$ cat config.mk
export PLATFORM = sky130hd
export DESIGN_NAME = t1chk_unit
export DESIGN_NICKNAME = d
export VERILOG_FILES = /design/src/rtl/t1chk_pkg.sv /design/src/rtl/t1chk_accum.sv /design/src/rtl/t1chk_tx.sv /design/src/rtl/t1chk_rx.sv /design/src/rtl/t1chk_unit.sv
export SDC_FILE = /design/constraint.sdc
export NUM_CORES = 1
export LEC_CHECK = 0
export CAP_MARGIN = 40
export CORE_MARGIN = 3
export CORE_UTILIZATION = 50
export DETAILED_ROUTE_END_ITERATION = 8
export PLACE_DENSITY = 0.77
export SLEW_MARGIN = 5
export SYNTH_ARGS = -nofsm -noshare
export SYNTH_HDL_FRONTEND = slang
export SYNTH_HIERARCHICAL = 1
export SYNTH_SLANG_ARGS = --single-unit
$ cat constraint.sdc
create_clock -name clk -period 1.7 [get_ports clk]
set_input_delay 0.34 -clock clk [delete_from_list [all_inputs] [get_ports clk]]
set_output_delay 0.34 -clock clk [all_outputs]
set_load 0.005 [all_outputs]
$ cat src/rtl/t1chk_pkg.sv
`timescale 1ns/1ps
package t1chk_pkg;
  localparam int BYTE_W = 8;
  localparam int CODE_W = 16;
  localparam logic [CODE_W-1:0] CRC_POLY_DEF = 16'h1021;
  localparam logic [CODE_W-1:0] CRC_SEED_DEF = 16'hFFFF;

  typedef enum logic [0:0] {
    TX_PASS   = 1'b0,
    TX_INSERT = 1'b1
  } tx_state_e;
endpackage

$ cat src/rtl/t1chk_accum.sv
`timescale 1ns/1ps
module t1chk_accum #(
  parameter int DATA_W = 8,
  parameter int CRC_W  = 16,
  parameter logic [CRC_W-1:0] POLY = 16'h1021,
  parameter logic [CRC_W-1:0] SEED = 16'hFFFF
) (
  input  logic              clk,
  input  logic              rst_n,
  input  logic              crc_mode,
  input  logic              clr,
  input  logic              upd,
  input  logic [DATA_W-1:0] din,
  output logic [CRC_W-1:0]  code,
  output logic [CRC_W-1:0]  code_next
);
  localparam int PAD_W = CRC_W - DATA_W;

  logic [CRC_W-1:0] code_q;
  logic [CRC_W-1:0] base;

  function automatic logic [CRC_W-1:0] crc_fold(input logic [CRC_W-1:0] c_in,
                                                input logic [DATA_W-1:0] d);
    logic [CRC_W-1:0] c;
    logic fb;
    c = c_in;
    for (int i = DATA_W - 1; i >= 0; i--) begin
      fb = c[CRC_W-1] ^ d[i];
      c  = {c[CRC_W-2:0], 1'b0};
      if (fb) c = c ^ POLY;
    end
    return c;
  endfunction

  function automatic logic [CRC_W-1:0] xor_fold(input logic [CRC_W-1:0] c_in,
                                                input logic [DATA_W-1:0] d);
    return {{PAD_W{1'b0}}, c_in[DATA_W-1:0] ^ d};
  endfunction

  always_comb begin
    if (clr) base = crc_mode ? SEED : '0;
    else     base = code_q;
    if (upd) code_next = crc_mode ? crc_fold(base, din) : xor_fold(base, din);
    else     code_next = base;
  end

  always_ff @(posedge clk or negedge rst_n) begin
    if (!rst_n) code_q <= '0;
    else        code_q <= code_next;
  end

  assign code = code_q;

  AST_CLR_SEED: assert property (@(posedge clk) disable iff (!rst_n)
    (clr && !upd) |=> (code == ($past(crc_mode) ? SEED : '0)));

  AST_HOLD_IDLE: assert property (@(posedge clk) disable iff (!rst_n)
    (!clr && !upd) |=> $stable(code));
endmodule

$ cat src/rtl/t1chk_tx.sv
`timescale 1ns/1ps
module t1chk_tx
  import t1chk_pkg::*;
#(
  parameter int DATA_W = 8,
  parameter int CRC_W  = 16,
  parameter logic [CRC_W-1:0] POLY = 16'h1021,
  parameter logic [CRC_W-1:0] SEED = 16'hFFFF
) (
  input  logic              clk,
  input  logic              rst_n,
  input  logic              en,
  input  logic              crc_mode,
  input  logic              blk_start,
  input  logic              blk_end,
  input  logic              in_valid,
  output logic              in_ready,
  input  logic [DATA_W-1:0] in_data,
  output logic              out_valid,
  input  logic              out_ready,
  output logic [DATA_W-1:0] out_data,
  output logic              busy
);
  localparam int NLANES = CRC_W / DATA_W;
  localparam int IDX_W  = (NLANES > 1) ? $clog2(NLANES) : 1;
  localparam logic [IDX_W-1:0] LAST_LANE = IDX_W'(NLANES - 1);

  tx_state_e         state_q;
  logic [IDX_W-1:0]  lane_q;
  logic              out_valid_q;
  logic [DATA_W-1:0] out_data_q;
  logic              slot_free;
  logic              take;
  logic [CRC_W-1:0]  code;
  logic [CRC_W-1:0]  code_next;
  logic [DATA_W-1:0] lane [NLANES];
  logic [DATA_W-1:0] chk_byte;

  for (genvar g = 0; g < NLANES; g++) begin : g_lane
    assign lane[g] = code[g*DATA_W +: DATA_W];
  end

  assign slot_free = !out_valid_q || out_ready;
  assign in_ready  = (state_q == TX_PASS) && slot_free;
  assign take      = in_valid && in_ready;
  assign chk_byte  = crc_mode ? lane[lane_q] : lane[0];

  t1chk_accum #(.DATA_W(DATA_W), .CRC_W(CRC_W), .POLY(POLY), .SEED(SEED)) u_acc (
    .clk       (clk),
    .rst_n     (rst_n),
    .crc_mode  (crc_mode),
    .clr       (blk_start),
    .upd       (take),
    .din       (in_data),
    .code      (code),
    .code_next (code_next)
  );

  always_ff @(posedge clk or negedge rst_n) begin
    if (!rst_n) begin
      state_q     <= TX_PASS;
      lane_q      <= '0;
      out_valid_q <= 1'b0;
      out_data_q  <= '0;
    end else begin
      case (state_q)
        TX_PASS: begin
          if (take) begin
            out_valid_q <= 1'b1;
            out_data_q  <= in_data;
          end else if (out_ready) begin
            out_valid_q <= 1'b0;
          end
          if (blk_end && en) begin
            state_q <= TX_INSERT;
            lane_q  <= crc_mode ? LAST_LANE : '0;
          end
        end
        default: begin
          if (slot_free) begin
            out_valid_q <= 1'b1;
            out_data_q  <= chk_byte;
            if (lane_q == '0) state_q <= TX_PASS;
            else              lane_q  <= lane_q - 1'b1;
          end
        end
      endcase
    end
  end

  assign out_valid = out_valid_q;
  assign out_data  = out_data_q;
  assign busy      = (state_q == TX_INSERT);

  AST_OUT_HOLD: assert property (@(posedge clk) disable iff (!rst_n)
    (out_valid && !out_ready) |=> (out_valid && $stable(out_data)));

  AST_NO_ACCEPT_BUSY: assert property (@(posedge clk) disable iff (!rst_n)
    busy |-> !in_ready);

  AST_BUSY_NEEDS_EN: assert property (@(posedge clk) disable iff (!rst_n)
    $rose(busy) |-> $past(en && blk_end));

  AST_CODE_FROZEN: assert property (@(posedge clk) disable iff (!rst_n)
    (busy && !blk_start) |=> $stable(code));
endmodule

$ cat src/rtl/t1chk_rx.sv
`timescale 1ns/1ps
module t1chk_rx #(
  parameter int DATA_W = 8,
  parameter int CRC_W  = 16,
  parameter logic [CRC_W-1:0] POLY = 16'h1021,
  parameter logic [CRC_W-1:0] SEED = 16'hFFFF
) (
  input  logic              clk,
  input  logic              rst_n,
  input  logic              en,
  input  logic              crc_mode,
  input  logic              blk_start,
  input  logic              blk_end,
  input  logic              in_valid,
  input  logic [DATA_W-1:0] in_data,
  input  logic              err_clr,
  output logic              done,
  output logic              ok,
  output logic              err
);
  logic [CRC_W-1:0] code;
  logic [CRC_W-1:0] code_next;
  logic             done_q;
  logic             ok_q;
  logic             err_q;
  logic             judge;
  logic             match;

  t1chk_accum #(.DATA_W(DATA_W), .CRC_W(CRC_W), .POLY(POLY), .SEED(SEED)) u_acc (
    .clk       (clk),
    .rst_n     (rst_n),
    .crc_mode  (crc_mode),
    .clr       (blk_start),
    .upd       (in_valid),
    .din       (in_data),
    .code      (code),
    .code_next (code_next)
  );

  assign judge = blk_end && en;
  assign match = (code_next == '0);

  always_ff @(posedge clk or negedge rst_n) begin
    if (!rst_n) begin
      done_q <= 1'b0;
      ok_q   <= 1'b0;
      err_q  <= 1'b0;
    end else begin
      done_q <= judge;
      if (judge) ok_q <= match;
      if (judge && !match) err_q <= 1'b1;
      else if (err_clr)    err_q <= 1'b0;
    end
  end

  assign done = done_q;
  assign ok   = ok_q;
  assign err  = err_q;

  AST_DONE_SRC: assert property (@(posedge clk) disable iff (!rst_n)
    done |-> $past(blk_end && en));

  AST_ERR_STICKY: assert property (@(posedge clk) disable iff (!rst_n)
    (err && !err_clr) |=> err);

  AST_FAIL_SETS_ERR: assert property (@(posedge clk) disable iff (!rst_n)
    (done && !ok) |-> err);
endmodule

$ cat src/rtl/t1chk_unit.sv
`timescale 1ns/1ps
module t1chk_unit
  import t1chk_pkg::*;
#(
  parameter int DATA_W = BYTE_W,
  parameter int CRC_W  = CODE_W,
  parameter logic [CRC_W-1:0] POLY = CRC_POLY_DEF,
  parameter logic [CRC_W-1:0] SEED = CRC_SEED_DEF
) (
  input  logic              clk,
  input  logic              rst_n,
  input  logic              cfg_en,
  input  logic              cfg_crc,
  input  logic              tx_start,
  input  logic              tx_end,
  input  logic              s_valid,
  output logic              s_ready,
  input  logic [DATA_W-1:0] s_data,
  output logic              m_valid,
  input  logic              m_ready,
  output logic [DATA_W-1:0] m_data,
  output logic              tx_busy,
  input  logic              rx_start,
  input  logic              rx_end,
  input  logic              rx_valid,
  output logic              rx_ready,
  input  logic [DATA_W-1:0] rx_data,
  output logic              rx_done,
  output logic              rx_ok,
  output logic              err_flag,
  input  logic              err_clr
);
  t1chk_tx #(.DATA_W(DATA_W), .CRC_W(CRC_W), .POLY(POLY), .SEED(SEED)) u_tx (
    .clk       (clk),
    .rst_n     (rst_n),
    .en        (cfg_en),
    .crc_mode  (cfg_crc),
    .blk_start (tx_start),
    .blk_end   (tx_end),
    .in_valid  (s_valid),
    .in_ready  (s_ready),
    .in_data   (s_data),
    .out_valid (m_valid),
    .out_ready (m_ready),
    .out_data  (m_data),
    .busy      (tx_busy)
  );

  t1chk_rx #(.DATA_W(DATA_W), .CRC_W(CRC_W), .POLY(POLY), .SEED(SEED)) u_rx (
    .clk       (clk),
    .rst_n     (rst_n),
    .en        (cfg_en),
    .crc_mode  (cfg_crc),
    .blk_start (rx_start),
    .blk_end   (rx_end),
    .in_valid  (rx_valid),
    .in_data   (rx_data),
    .err_clr   (err_clr),
    .done      (rx_done),
    .ok        (rx_ok),
    .err       (err_flag)
  );

  assign rx_ready = 1'b1;

  AST_DISABLED_QUIET: assert property (@(posedge clk) disable iff (!rst_n)
    (!cfg_en && !tx_busy) |=> !tx_busy);
endmodule

* Word-level counts from Yosys, hierarchy flattened
Index checks and enable logic that the tools add are counted.
** Storage, ports and cells
- Word-level logic and storage cells :: 123
- Output and inout port bits :: 15
- Register bits :: 46
- Input bits :: 28
** Operators by class
- $add $sub $neg :: 1
- Reduce and logical (&&, ||, !) cells :: 16
- Order comparisons :: 1
- Bitwise operators :: 36
- Equality and inequality tests :: 1
- Mux-type cells :: 59
** Operators by type and width (count)
- 2-to-1 mux 16 bit :: 21
- 2-to-1 mux 13 bit :: 16
- 2-to-1 mux 8 bit :: 7
- NOT 3 bit :: 16
- logical NOT 16 bit :: 1
- XOR 1 bit :: 16
- XOR 8 bit :: 2
- 2-to-1 mux 1 bit :: 15
- AND reduction 2 bit :: 3
- nonzero test 2 bit :: 3
- logical AND 1 bit :: 5
- nonzero test 3 bit :: 1
- greater-or-equal comparator 2 bit (second input constant) :: 1
- logical NOT 1 bit :: 2
- inequality test 2 bit (second input constant) :: 1
- NOT 1 -> 2 bit :: 1
- logical OR 1 bit :: 1
- NOT 1 bit :: 1
- subtractor 1 bit (second input constant) :: 1

* Longest topological paths before layout
- Depth in word-level cells :: 31
- Gate-level depth with buffers :: 9
- Gate-level depth less buffers :: 8

* Hierarchy
The synthesis kept the hierarchy.
** Modules (own cells, without submodules)
- t1chk_accum :: times used 2, area each 1219.9 um^2, sequential area each 400.4 um^2, cells an instance 148
- t1chk_tx :: times used 1, area each 619.3 um^2, sequential area each 275.3 um^2, cells an instance 70
- t1chk_rx :: times used 1, area each 137.6 um^2, sequential area each 75.1 um^2, cells an instance 13
- t1chk_unit :: times used 1, area each 11.3 um^2, sequential area each 0.0 um^2, cells an instance 2

* Worst setup path after synthesis
No wires, ideal clock.
- Path kind :: in2reg
- From :: input port rx_data[4]
- To :: register u_rx.ok_q (netlist: u_rx/ok)
- Slack :: -0.215 ns
- Stages :: 8
- Arrival :: 1.787 ns
- Path through :: buf_2 > xnor2_1 > xnor2_2 > o21ai_0 > a211oi_1 > nor4_1 > and4_1 > mux2_1
** Between the ends
- Elaborated cells on any way between the ends :: 15
- Classes of those cells :: mux: 11; bitwise: 3; reduce/logical: 1
** RTL lines
- start, declared :: line t1chk_unit.sv:27 : input logic [DATA_W-1:0] rx_data,
- XOR 1 bit :: line t1chk_accum.sv:28 : fb = c[CRC_W-1] ^ d[i];
- 2-to-1 mux 13 bit :: line t1chk_accum.sv:30 : if (fb) c = c ^ POLY;
- 2-to-1 mux 16 bit (4 in series) :: line t1chk_accum.sv:43 : if (upd) code_next = crc_mode ? crc_fold(base, din) : xor_fold(base, din);
- XOR 1 bit :: line t1chk_accum.sv:28
- 2-to-1 mux 13 bit :: line t1chk_accum.sv:30
- 2-to-1 mux 16 bit (2 in series) :: line t1chk_accum.sv:43
- via u_rx.code_next[0] :: line t1chk_rx.sv:22 : logic [CRC_W-1:0] code_next;
- logical NOT 16 bit :: line t1chk_rx.sv:41 : assign match = (code_next == '0);
- end signal, assigned :: line t1chk_rx.sv:50 : if (judge) ok_q <= match;
- end, declared :: line t1chk_rx.sv:24 : logic ok_q;
The timed path passes the listed nets, and every way through them passes these cells. The select of a mux whose other input is x is not followed.
A chain may end at the register's enable or synchronous reset.

* Worst setup path after layout
- From :: register u_rx.u_acc.code_q[9] (netlist: u_rx/u_acc/code[9])
- To :: register u_rx.ok_q (netlist: u_rx/ok)
** Between the ends
- Cells in the longest elaborated chain, start to end :: 18
** Ends and longest elaborated chain
- start, declared :: line t1chk_accum.sv:19 : logic [CRC_W-1:0] code_q;
- start signal, assigned :: line t1chk_accum.sv:49 : else code_q <= code_next;
- 2-to-1 mux 16 bit * :: line t1chk_accum.sv:41 : if (clr) base = crc_mode ? SEED : '0;
- 2-to-1 mux 13 bit * :: line t1chk_accum.sv:30
- 2-to-1 mux 16 bit * :: line t1chk_accum.sv:43
- 2-to-1 mux 13 bit * :: line t1chk_accum.sv:30
- 2-to-1 mux 16 bit * :: line t1chk_accum.sv:43
- NOT 3 bit (no source line)
- 2-to-1 mux 13 bit * :: line t1chk_accum.sv:30
- 2-to-1 mux 16 bit * (4 in series) :: line t1chk_accum.sv:43
- XOR 1 bit * :: line t1chk_accum.sv:28
- 2-to-1 mux 13 bit * :: line t1chk_accum.sv:30
- 2-to-1 mux 16 bit * :: line t1chk_accum.sv:43
- 2-to-1 mux 13 bit * :: line t1chk_accum.sv:30
- 2-to-1 mux 16 bit * (2 in series) :: line t1chk_accum.sv:43
- via u_rx.code_next[6] :: line t1chk_rx.sv:22
- logical NOT 16 bit * :: line t1chk_rx.sv:41
Mark *: on every way through the listed nets, which the timed path passes. The rest lies on a longest branch. The select of a mux whose other input is x is not followed.

==> impl_metrics.py <==
metrics = {
    "run_status": {
        "status": "finished, violations left",
        "violations": "setup timing",
    },
    "pwr": {
        "power_frac_comb": 0.495,
        "p_clk_frac": 0.165,
        "power.total_mw": 5.03,
        "ir_drop_v": 0.000947,
        "cellPowerDensity_nw_per_um2": 1070,
        "p_switching_mw": 1.90,
        "seqPwrFrac": 0.341,
        "internal-power_mw": 3.13,
        "p_leak_nw": 2.14,
        "swShare": 0.378,
    },
    "worst_setup_path": {
        "cp.required_ps": 1890,
        "slowest_delay_ps": 460,
        "arrival_ps": 2500,
        "critPathSlowestCell": "a311oi_2",
        "reg2reg_from": "u_rx/u_acc/code[9]$_DFF_PN0_",
        "r2r_end": "u_rx/ok$_DFFE_PN0P_",
        "ff2ff_path_depth": 8,
        "endpoint_kind": "register",
        "criticalPathCategory": "register to register",
        "r2r_setup_slack_ps": -610,
        "crit_path_cell_trace": "xor2_1 > nand2_1 > xnor2_2 > xnor2_1 > a311oi_2 > nor4_2 > and4_1 > mux2_4",
        "critPathLaunchType": "register",
        "critPathMaxFanout": 3,
    },
    "timing": {
        "max_freq_ghz": 0.433,
        "tightest_slew_ps": 656,
        "fin_crit_ps": 2310,
        "maxSlewViolCount": 0,
        "relSlewSlack": 0.563,
        "clock_skew_ps": 5.64,
        "rsz0062_at_grt": "yes",
        "setup_slack_ps": -612,
        "hold_viol_final": 0,
        "hold_slack_ps": 58.1,
        "period_share": 1.36,
        "report.final.setup_viol": 8,
    },
    "clocking": {
        "htreeDepth": 2,
        "clk_path_buf_depth": 2,
        "cts-buffers-inserted": 5,
        "clk_pin_slew_ps": 90,
        "clock-sinks": 46,
        "ctsHoldBuffers": 0,
        "clk_latency_ps": 300,
        "ctsRootBufferMaster": "clkbuf_8",
        "cts_tree": "yes",
    },
    "floorplanning": {
        "dieArea_um2": 7410,
        "coreArea_um2": 6060,
        "die_h_um": 86.1,
        "io_pins": 43,
        "die_w_um": 86.1,
        "initial_core_util": 0.529,
        "rows": 28,
    },
    "detailed_routing": {
        "postRouteAntennaNets": 0,
        "drt_first_iter_violations": 311,
        "wirelength_mm": 10.7,
        "viasPerCell": 6.05,
        "avgRoutedWirePerCell_um": 18.3,
        "drc_errors": 0,
        "vias": 3542,
        "firstDrtPassIters": 5,
    },
    "global_route": {
        "grt_max_degree": 28,
        "grt.total_usage": 0.290,
        "grt_pass1_vias": 3400,
        "grt_pass1_wl_mm": 16.8,
        "globalRouteOverflowTotal": 0,
        "antenna_found_initial": 0,
    },
    "synthesis": {
        "ys_seq_area_frac": 0.359,
        "synth_cell_types": 39,
        "postSynthAreaPerCell_um2": 8.42,
        "synthFlopType": "dfrtp_1",
        "async_flop_share": 1.00,
        "synth_area_leader_cell": "dfrtp_1",
        "netlist.area_leader.share": 0.359,
        "ys_ff_latch": 46,
        "synth_warnings": 6,
        "syn-num-nets": 409,
        "synth_area_leaders": "dfrtp_1, a21oi_1, xnor2_1, nor2_1, mux2i_1",
        "synth_edf_count": 0,
        "synthCells": 381,
        "syn_area_um2": 3210,
    },
    "placed_design": {
        "place_inst": 567,
        "hpwl_mm": 7.72,
        "port_buffers": 41,
        "pre_cts_ws_ps": -1080,
        "gp_congestion": 0.948,
    },
    "min_path": {
        "min_path_type": "input port to async pin",
    },
    "cells_and_area": {
        "syn2layout_area_growth_pct": 46.3,
        "nets": 537,
        "final_layout_size_suffix_gt1_frac": 0.298,
        "antenna_cells": 0,
        "fin_cells": 585,
    },
    "run": {
        "maxCapViolCount": 0,
    },
}
## repair_timing
action,in CTS,in global routing
gates cloned,0,0
pin swaps,15,21
gates resized for setup,18,30
setup endpoints to repair,17,24
setup buffers,5,8
endpoints found under the hold margin,0,0
## worst max-delay path, delay by kind of cell (launching register included)
kind / cells / cell delay, ps
muxes: 1 / 260
xor gates and xnor gates: 3 / 620
AOI/OAI and AO/OA: 1 / 460
and+or+nand+nor: 3 / 440
DFF: 1 / 410
## synth_stat cells (2+ instances only)
cell type and instances:
dfrtp_1 46, a22oi_1 8, a311oi_1 2, nand3_1 12, mux2i_1 16, nor3_1 4, nor2b_1 5, o21ai_1 14
o22ai_1 5, nor2_1 43, a21o_1 2, inv_1 9, nand2_1 20, xnor2_1 22, clkbuf_1 10, a21oi_1 39
nand2b_1 2, nor4_1 4, xnor2_2 6, clkbuf_2 2, o221ai_1 2, o32ai_1 4, o31ai_1 8, buf_2 11
a31oi_1 12, a211oi_1 13, o21ai_0 22, xor2_1 16, and3_1 9, a32oi_1 4
## logic make-up after synthesis
family,synth area share
AO/OA/AOI/OAI,0.255
XOR/XNOR,0.134
buffers and inverters,0.0484
flip-flops,0.359
multiplexers,0.0534
other,0.00117
AND/OR/NAND/NOR,0.149
## final cells by class
cell class / count / area, um2
multi-input cells: 301 / 2080
fillers: 428 / 1370
repair buffers: 146 / 1220
flip-flops and latches: 46 / 1150
well taps: 75 / 93.8
clock buffers: 6 / 72.6
clock inverters: 2 / 37.5
inverters: 9 / 37.5
## how the worst max path moves through the flow
stage	start	end	slack, ps
4_1_cts	u_rx/u_acc/code[13]$_DFF_PN0_	u_rx/ok$_DFFE_PN0P_	-410
3_3_place_gp	rx_start	u_rx/ok$_DFFE_PN0P_	-1190
3_5_place_dp	rx_start	u_rx/ok$_DFFE_PN0P_	-1080
2_1_floorplan	u_rx/u_acc/code[12]$_DFF_PN0_	u_rx/ok$_DFFE_PN0P_	-110
6_report	u_rx/u_acc/code[9]$_DFF_PN0_	u_rx/ok$_DFFE_PN0P_	-610
5_1_grt	u_rx/u_acc/code[9]$_DFF_PN0_	u_rx/ok$_DFFE_PN0P_	-660
## stage by stage
stage	utilization	instance area, um2	setup TNS [ps]
after floorplan	-	3260	-142
after global placement	0.716	4340	-13780
after detailed placement	0.716	4340	-14600
after CTS	0.751	4550	-1070
after global routing	0.774	4690	-2270
final	0.774	4690	-1620
## registers in the layout, summed over array words and instances, names as in the netlist
name,count
u_rx/done,1
u_rx/err,1
u_rx/ok,1
u_rx/u_acc/code,16
u_tx/busy,1
u_tx/lane_q,1
u_tx/out_data,8
u_tx/out_valid,1
u_tx/u_acc/code,16
## power groups by stage
stage | combinational, mW | sequential (mW) | clock (mW)
detailed placement | 2.23 | 1.72 | 0
finish | 2.49 | 1.72 | 0.829
floorplan | 1.28 | 1.64 | 0
global route | 2.70 | 1.75 | 0.880
CTS | 2.33 | 1.70 | 0.839
global placement | 2.20 | 1.70 | 0
## routing by layer
layer / vias to the layer above / global-route usage / wire length [um]
met5: - / 0 / 0
met4: 0 / 0.0791 / 187
met3: 23 / 0.0500 / 843
met2: 192 / 0.434 / 4860
met1: 1685 / 0.429 / 4810
li1: 1642 / - / -
## cells in the final DEF, fill, tap and decap left out, types with 2 or more instances in the layout
cell,Yosys,final
a22oi_1,8,8
mux2i_4,0,2
a32oi_1,4,3
o22ai_1,5,5
nor2_1,43,42
nor2b_2,0,3
buf_6,1,3
o21ai_2,0,5
clkinvlp_4,0,2
dlygate4sd2_1,0,4
o21ai_0,22,17
a31oi_1,12,12
nor4_2,0,3
and3_1,9,9
inv_1,9,8
nand3_1,12,12
clkbuf_8,0,5
xnor2_1,22,17
dlymetal6s2s_1,0,5
o21ai_1,14,14
nor3_1,4,4
nand2b_1,2,2
nor2_2,1,2
a211oi_1,13,12
buf_4,1,101
mux2i_1,16,14
nand2_1,20,20
o31ai_1,8,8
a21o_1,2,2
clkdlybuf4s50_1,0,30
o32ai_1,4,3
xor2_2,0,3
xnor2_2,6,11
dfrtp_1,46,46
a21oi_1,39,39
xor2_1,16,13
Power figures use the tool's default switching activity.
